$ cat src/rtl/sdram_burst_seq.sv
module sdram_burst_seq #(
  parameter int ROW_W    = 12,
  parameter int COL_W    = 8,
  parameter int RCD_NOPS = 1,
  parameter int WR_NOPS  = 1,
  parameter int RP_NOPS  = 2,
  parameter int AP_BIT   = 10
) (
  input  logic                   clk,
  input  logic                   rst_n,
  input  logic                   cfg_cont_page,
  input  logic                   req_valid,
  output logic                   req_ready,
  input  logic [ROW_W+COL_W-1:0] req_addr,
  input  logic                   req_write,
  input  logic [1:0]             req_size,
  input  logic [1:0]             req_port,
  output logic                   sd_cs_n,
  output logic                   sd_ras_n,
  output logic                   sd_cas_n,
  output logic                   sd_we_n,
  output logic [ROW_W-1:0]       sd_a,
  output logic [3:0]             sd_dqm
);
  localparam int AW = ROW_W + COL_W;
  localparam int CW = 8;

  typedef enum logic [2:0] {S_IDLE, S_ACT, S_RCD, S_COL, S_WRR, S_PRE, S_RP} st_t;

  st_t              st;
  logic [ROW_W-1:0] row_q;
  logic [COL_W-1:0] col_q;
  logic             wr_q;
  logic [4:0]       nbeat_q, beat_q;
  logic [CW-1:0]    cnt;

  function automatic logic [4:0] beats_of(input logic [1:0] size, input logic [1:0] port);
    logic [2:0] sl, pl;
    sl = (size == 2'd3) ? 3'd4 : {1'b0, size};
    pl = (port == 2'd1) ? 3'd0 : (port == 2'd2) ? 3'd1 : 3'd2;
    return (sl > pl) ? 5'(1 << (sl - pl)) : 5'd1;
  endfunction

  wire [ROW_W-1:0] req_row   = req_addr[AW-1:COL_W];
  wire             last_beat = (st == S_COL) && (beat_q == nbeat_q - 5'd1);
  wire             hit_go    = last_beat && cfg_cont_page && req_valid && (req_row == row_q);
  assign req_ready = (st == S_IDLE) || hit_go;
  wire             take      = req_valid && req_ready;

  always_ff @(posedge clk or negedge rst_n) begin
    if (!rst_n) begin
      st <= S_IDLE; row_q <= '0; col_q <= '0; wr_q <= 1'b0;
      nbeat_q <= 5'd1; beat_q <= '0; cnt <= '0;
    end else begin
      if (take) begin
        row_q   <= req_row;
        col_q   <= req_addr[COL_W-1:0];
        wr_q    <= req_write;
        nbeat_q <= beats_of(req_size, req_port);
        beat_q  <= '0;
      end
      case (st)
        S_IDLE: if (take) st <= S_ACT;
        S_ACT:
          if (RCD_NOPS > 0) begin st <= S_RCD; cnt <= CW'(RCD_NOPS - 1); end
          else st <= S_COL;
        S_RCD: if (cnt == '0) st <= S_COL; else cnt <= cnt - 1'b1;
        S_COL:
          if (!last_beat) beat_q <= beat_q + 5'd1;
          else if (!hit_go) begin
            if (wr_q && WR_NOPS > 0) begin st <= S_WRR; cnt <= CW'(WR_NOPS - 1); end
            else st <= S_PRE;
          end
        S_WRR: if (cnt == '0) st <= S_PRE; else cnt <= cnt - 1'b1;
        S_PRE:
          if (RP_NOPS > 0) begin st <= S_RP; cnt <= CW'(RP_NOPS - 1); end
          else st <= S_IDLE;
        S_RP: if (cnt == '0) st <= S_IDLE; else cnt <= cnt - 1'b1;
        default: st <= S_IDLE;
      endcase
    end
  end

  always_comb begin
    {sd_cs_n, sd_ras_n, sd_cas_n, sd_we_n} = 4'b0111;
    sd_a   = '0;
    sd_dqm = 4'b1111;
    case (st)
      S_IDLE: {sd_cs_n, sd_ras_n, sd_cas_n, sd_we_n} = 4'b1111;
      S_ACT: begin
        {sd_cs_n, sd_ras_n, sd_cas_n, sd_we_n} = 4'b0011;
        sd_a = row_q;
      end
      S_COL: begin
        {sd_cs_n, sd_ras_n, sd_cas_n, sd_we_n} = wr_q ? 4'b0100 : 4'b0101;
        sd_a   = ROW_W'(COL_W'(col_q + COL_W'(beat_q)));
        sd_dqm = 4'b0000;
      end
      S_PRE: begin
        {sd_cs_n, sd_ras_n, sd_cas_n, sd_we_n} = 4'b0010;
        sd_a[AP_BIT] = 1'b1;
      end
      default: ;
    endcase
  end

  wire is_nop  = !sd_cs_n &&  sd_ras_n &&  sd_cas_n &&  sd_we_n;
  wire is_act  = !sd_cs_n && !sd_ras_n &&  sd_cas_n &&  sd_we_n;
  wire is_col  = !sd_cs_n &&  sd_ras_n && !sd_cas_n;
  wire is_wr   = is_col && !sd_we_n;
  wire is_pall = !sd_cs_n && !sd_ras_n &&  sd_cas_n && !sd_we_n;

  if (RCD_NOPS > 0) begin : g_rcd
    p_act_then_nop_r3: assert property (@(posedge clk) disable iff (!rst_n) is_act |=> is_nop);
  end else begin : g_no_rcd
    p_act_then_col_r3: assert property (@(posedge clk) disable iff (!rst_n) is_act |=> is_col);
  end

  if (WR_NOPS > 0) begin : g_wr
    p_wr_recovery_r6: assert property (@(posedge clk) disable iff (!rst_n) is_pall |-> !$past(is_wr));
  end

  if (RP_NOPS > 0) begin : g_rp
    p_pall_then_nop_r7: assert property (@(posedge clk) disable iff (!rst_n) is_pall |=> is_nop);
  end

  p_hit_keeps_col_r8: assert property (@(posedge clk) disable iff (!rst_n)
    (req_valid && req_ready && is_col) |=> is_col);

  p_busy_not_ready_r11: assert property (@(posedge clk) disable iff (!rst_n)
    (is_act || is_pall || is_nop) |-> !req_ready);
endmodule

$ cat config.mk
export PLATFORM = sky130hd
export DESIGN_NAME = sdram_burst_seq
export DESIGN_NICKNAME = d
export VERILOG_FILES = /design/src/rtl/sdram_burst_seq.sv
export SDC_FILE = /design/constraint.sdc
export NUM_CORES = 1
export LEC_CHECK = 0
export BUFFER_PORTS_ARGS = -buffer_cell sky130_fd_sc_hd__clkbuf_2
export CAP_MARGIN = 20
export CORE_UTILIZATION = 40
export DETAILED_ROUTE_END_ITERATION = 8
export PLACE_DENSITY = 0.64
export REMOVE_ABC_BUFFERS = 1
export SYNTH_ARGS = -nofsm -noshare
export SYNTH_HDL_FRONTEND = slang
export SYNTH_SLANG_ARGS = --single-unit
$ cat constraint.sdc
create_clock -name clk -period 4.8 [get_ports clk]
set_input_delay 0.48 -clock clk [delete_from_list [all_inputs] [get_ports clk]]
set_output_delay 0.48 -clock clk [all_outputs]
set_load 0.01 [all_outputs]
# Word level (Yosys, flattened, before mapping)
# Index checks and enable logic that the tools add are counted.
# word_totals
ff_bits,42
inputBits,29
word_cells,75
# classes
n_addsub,5
order_cmp,1
eq_ne,19
n_shift,1
n_mux,29
reduce_logical,13
# ops
cell,n
8-bit 2-to-1 mux,4
8-bit case mux with 4 select lines,1
3-bit 2-to-1 mux,7
3-bit case mux with 7 select lines,1
5-bit 2-to-1 mux,4
10-bit case mux with 2 select lines,1
"2-bit inequality test, second input constant",8
12-bit == test,1
"3-bit == test, second input constant",3
8-bit by 5-bit adder with 8-bit output,1
8-bit logical NOT,1
1-bit case mux with 2 select lines,4
"8-bit by 1-bit subtractor with 8-bit output, second input constant",1
"3-bit by 2-bit == test with 1-bit output, second input constant",2
6-bit AND reduction,1
"5-bit by 1-bit adder with 5-bit output, second input constant",1
5-bit == test,1
1-bit logical AND,5
5-bit AND reduction,1
"1-bit by 3-bit left shift with 5-bit output, first input constant",1
"5-bit by 1-bit subtractor with 5-bit output, second input constant",1
"2-bit == test, second input constant",2
1-bit 2-to-1 mux,4
2-bit 2-to-1 mux,2
10 further kinds,10

# Depth between registers and ports, before layout
# logic_depth
word_depth,11
ltp_mapped,10
mapped_depth_nobuf,10

# Worst setup path after synthesis
# OpenSTA, ideal clock, no wires.
# synth_path
path_type,register to register
startpoint,register nbeat_q[0]
endpoint,register col_q[0]
setup_ps,127
arrival_ps,2409
required_time_ps,4673
setup_slack_ps,2263
path_stages_with_launch,10
period_less_slack_ps,2537
cell_sequence,dfstp_2 > inv_1 > ha_1 > xnor2_1 > a211oi_1 > o311ai_4 > o21bai_4 > and2_4 > buf_6 > mux2_1
# synth_via
elab_chain_cells,8
# synth_rtl
item,line,source
start: declaration,34,"logic [4:0] nbeat_q, beat_q;"
start signal: assignment,59,"nbeat_q <= beats_of(req_size, req_port);"
5-bit by 1-bit subtractor with 5-bit output,45,wire last_beat = (st == S_COL) && (beat_q == nbeat_q - 5'd1);
5-bit == test,45,
1-bit logical AND,45,
1-bit logical AND (3 in a row),46,wire hit_go = last_beat && cfg_cont_page && req_valid && (req_row == row_q);
1-bit logical OR,47,assign req_ready = (st == S_IDLE) || hit_go;
named net req_ready,13,"output logic req_ready,"
1-bit logical AND,48,wire take = req_valid && req_ready;
end signal: assignment,57,col_q <= req_addr[COL_W-1:0];
end: declaration,32,logic [COL_W-1:0] col_q;
# The timed path passes the listed nets, and every way through them passes these cells.
# A chain may end at the register's enable or synchronous reset.

# Worst setup path in the final report
# layout_path
startpoint,register beat_q[0]
endpoint,output sd_a[6]
# layout_via
elab_chain_cells,2
# layout_rtl
item,line,source
start: declaration,34,
start signal: assignment,69,if (!last_beat) beat_q <= beat_q + 5'd1;
8-bit by 5-bit adder with 8-bit output,96,sd_a = ROW_W'(COL_W'(col_q + COL_W'(beat_q)));
10-bit case mux with 2 select lines,88,case (st)
end: declaration,22,"output logic [ROW_W-1:0] sd_a,"
# Every way passes these cells.

==> run metrics <==
status finished clean; port bufs 49; H-tree levels 2; Synth warnings 0; full die area 7435 sq um; # DRC 0; fin nets 362; DR vias 2128; Yosys top cell by area dfrtp_1; final slew viol count 0; GR Overflow Total 0; Pwr Density 661.4 nW/um^2; worst stage delay on the critical path 0.47 ns; required time at the worst-slack endpoint 4.32 ns; cts hold-fix bufs 0; crit path capture type primary output; Reg2Reg Depth 8; Total GRT Usage 17.29%; drt pass-1 iters 4; Diodes inserted 0; IO Count 50; most used cell, CP o21ai_0; Clock Skew 0.009337 ns; WHS 0.2443 ns; Cell variety after synth 55; leakage 1.496 nW; initial antenna violation count 0; CTS tree built; Iter 0 DRT Violations 82; Max VDD drop 0.1869 mV; root buf cell clkbuf_8; final instance area 3188 sq um; WL per Instance 14.20 microns; first-pass GRT wire length 10.02 mm; critical path's slowest cell dfrtp_1; worst min path class in2async; core area 6832 sq um; Sink Count 42; Worst Max-Slew Pin Slew 0.8158 ns; placed cell area 3093 sq um; # resized after CTS 0; vias in the first global route 2086; Total Routed Length 5.907 mm; unrepaired setup endpoints after global routing no; Die Wd 86.23 microns; Seq/Total Area, Yosys 37.08%; CP max FO 6; largest net degree at the start of global routing 43; final std cells w/o fill 416; crit-path cells ha_1 -> inv_1 -> fa_1 -> nor2b_1 -> o21ai_0 -> a21boi_0 -> o21ai_0 -> xnor2_1 -> a22o_1 -> clkbuf_2; DPL Wire Length 4.412 mm; setup_tns 0 ns; FMAX 0.3272 GHz; Crit path arrival time 2.58 ns; worst r2r src nbeat_q[0]; Die Ht 86.23 microns; number of enable flip-flop cells after synthesis 0; critical path start-end classification reg2out; Crit path buffers/inverters 2; Post-CTS Setup Bufs 0; Clock Latency Late Sink 0.30 ns; placed insts 408; Setup-failing EPs final 0; Max-Cap Viols 0; commonest non-fill, non-tap cell in the layout clkbuf_2; Setup crit start kind register; r2r endpoint col_q[0]; Post-Syn Area 2838 sq um; Initial Util 41.54%; Max-Slew Margin vs Limit 45.41%; setup slack, reg-to-reg 1.92 ns; Routability Congestion 0.8067; endpoints failing hold 0; min Tclk post-route 3.056 ns; placement row count 30; syn avg cell area 10.28 sq um; Yosys top cell area share 36.16%; Synth Flop Type dfrtp_1; synth-to-layout area growth 12.35%; Via density 5.115; ratio of cells with drive above 1 in the final layout 27.81%; Synth async-reset ratio 100.0%; clk buf depth 2; Post-Syn Instances 276; Clock Pin Slew Worst Setup and Hold Paths 0.09 ns; top cells by area, synth dfrtp_1, mux2_4, xnor2_1, ha_1, nand2_1; Synth Register Bits 42; fin crit share 63.66%; most frequent cells in the layout clkbuf_2, dfrtp_1, nand2_1; Detail Route Antenna Nets 0; CTS Buf Count 5; critical path's top delay family compound AO/OA/AOI/OAI gates
-- synth_stat cells (all sizes together), types with 2 or more instances --
library cell and n:
nand2 24, a22o 2, a31oi 2, fa 2, nand3 8, a21boi 2, clkbuf 4, nand4 4
a21oi 7, o22a 3, xor2 7, or3b 2, mux2 23, nor2 16, nor2b 4, a21bo 2
and2 4, nor3 5, inv 17, or3 3, xnor2 18, nand2b 3, o31ai 4, a21o 5
nor4 4, buf 10, o21bai 3, o21ai 15, nand3b 3, dfrtp 41, ha 12, a211oi 2
or4 2
-- per-stage QoR --
step | util (%) | power [W] | setup WS (ns)
global placement | 45.27 | 0.001839 | 2.028
floorplan | - | 0.001557 | 2.132
CTS | 46.67 | 0.002123 | 1.729
global route | 46.67 | 0.002286 | 1.580
finish | 46.67 | 0.002109 | 1.744
detailed placement | 45.27 | 0.001871 | 1.933
-- cells by family after synthesis --
kind of cell	count (synthesis)	synth area share [%]
compound gates	53	13.80
fa+ha+maj	14	6.702
simple gates	87	16.18
xor+xnor	25	7.716
buf+inv	31	6.393
mux	24	12.13
flops	42	37.08
-- power by group --
group / leakage (nW) / total, W / switching [W] / internal [W]
Sequential: 0.519 / 0.000724 / 0.000201 / 0.000523
Combinational: 0.930 / 0.00114 / 0.000570 / 0.000568
Clock: 0.0472 / 0.000246 / 0.000130 / 0.000116
-- how the worst max path moves through the flow --
stage	endpoint	depth (start not counted)	start	slack, ns
3_3_place_gp	col_q[2]	8	nbeat_q[0]	2.03
3_5_place_dp	col_q[0]	8	nbeat_q[0]	1.93
6_report	sd_a[6]	10	beat_q[0]	1.74
5_1_grt	sd_a[6]	10	beat_q[0]	1.58
4_1_cts	sd_a[6]	10	beat_q[0]	1.73
2_1_floorplan	col_q[0]	8	nbeat_q[0]	2.13
-- area by class of cell --
cell class,count,area [sq um]
fill,685,3643
multi-input combinational,203,1604
sequential,42,1052
timing repair buffer,50,252.7
tap,96,120.1
clock buffer,6,82.58
inverter,17,63.81
clock inverter,2,12.51
-- layer usage --
layer | vias to the layer above | wire (microns) | global-route usage (%)
met1 | 1036 | 2812 | 22.67
met3 | 5 | 137 | 2.952
met4 | 0 | 61 | 5.606
met5 | - | 0 | 0
li1 | 1055 | - | -
met2 | 32 | 2895 | 29.08
-- state kept, by name, indices dropped and copies added (netlist names) --
name	count
nbeat_q	5
beat_q	5
row_q	12
col_q	8
wr_q	1
cnt	8
st	3
Note: power is estimated with default switching activity, not from simulation.
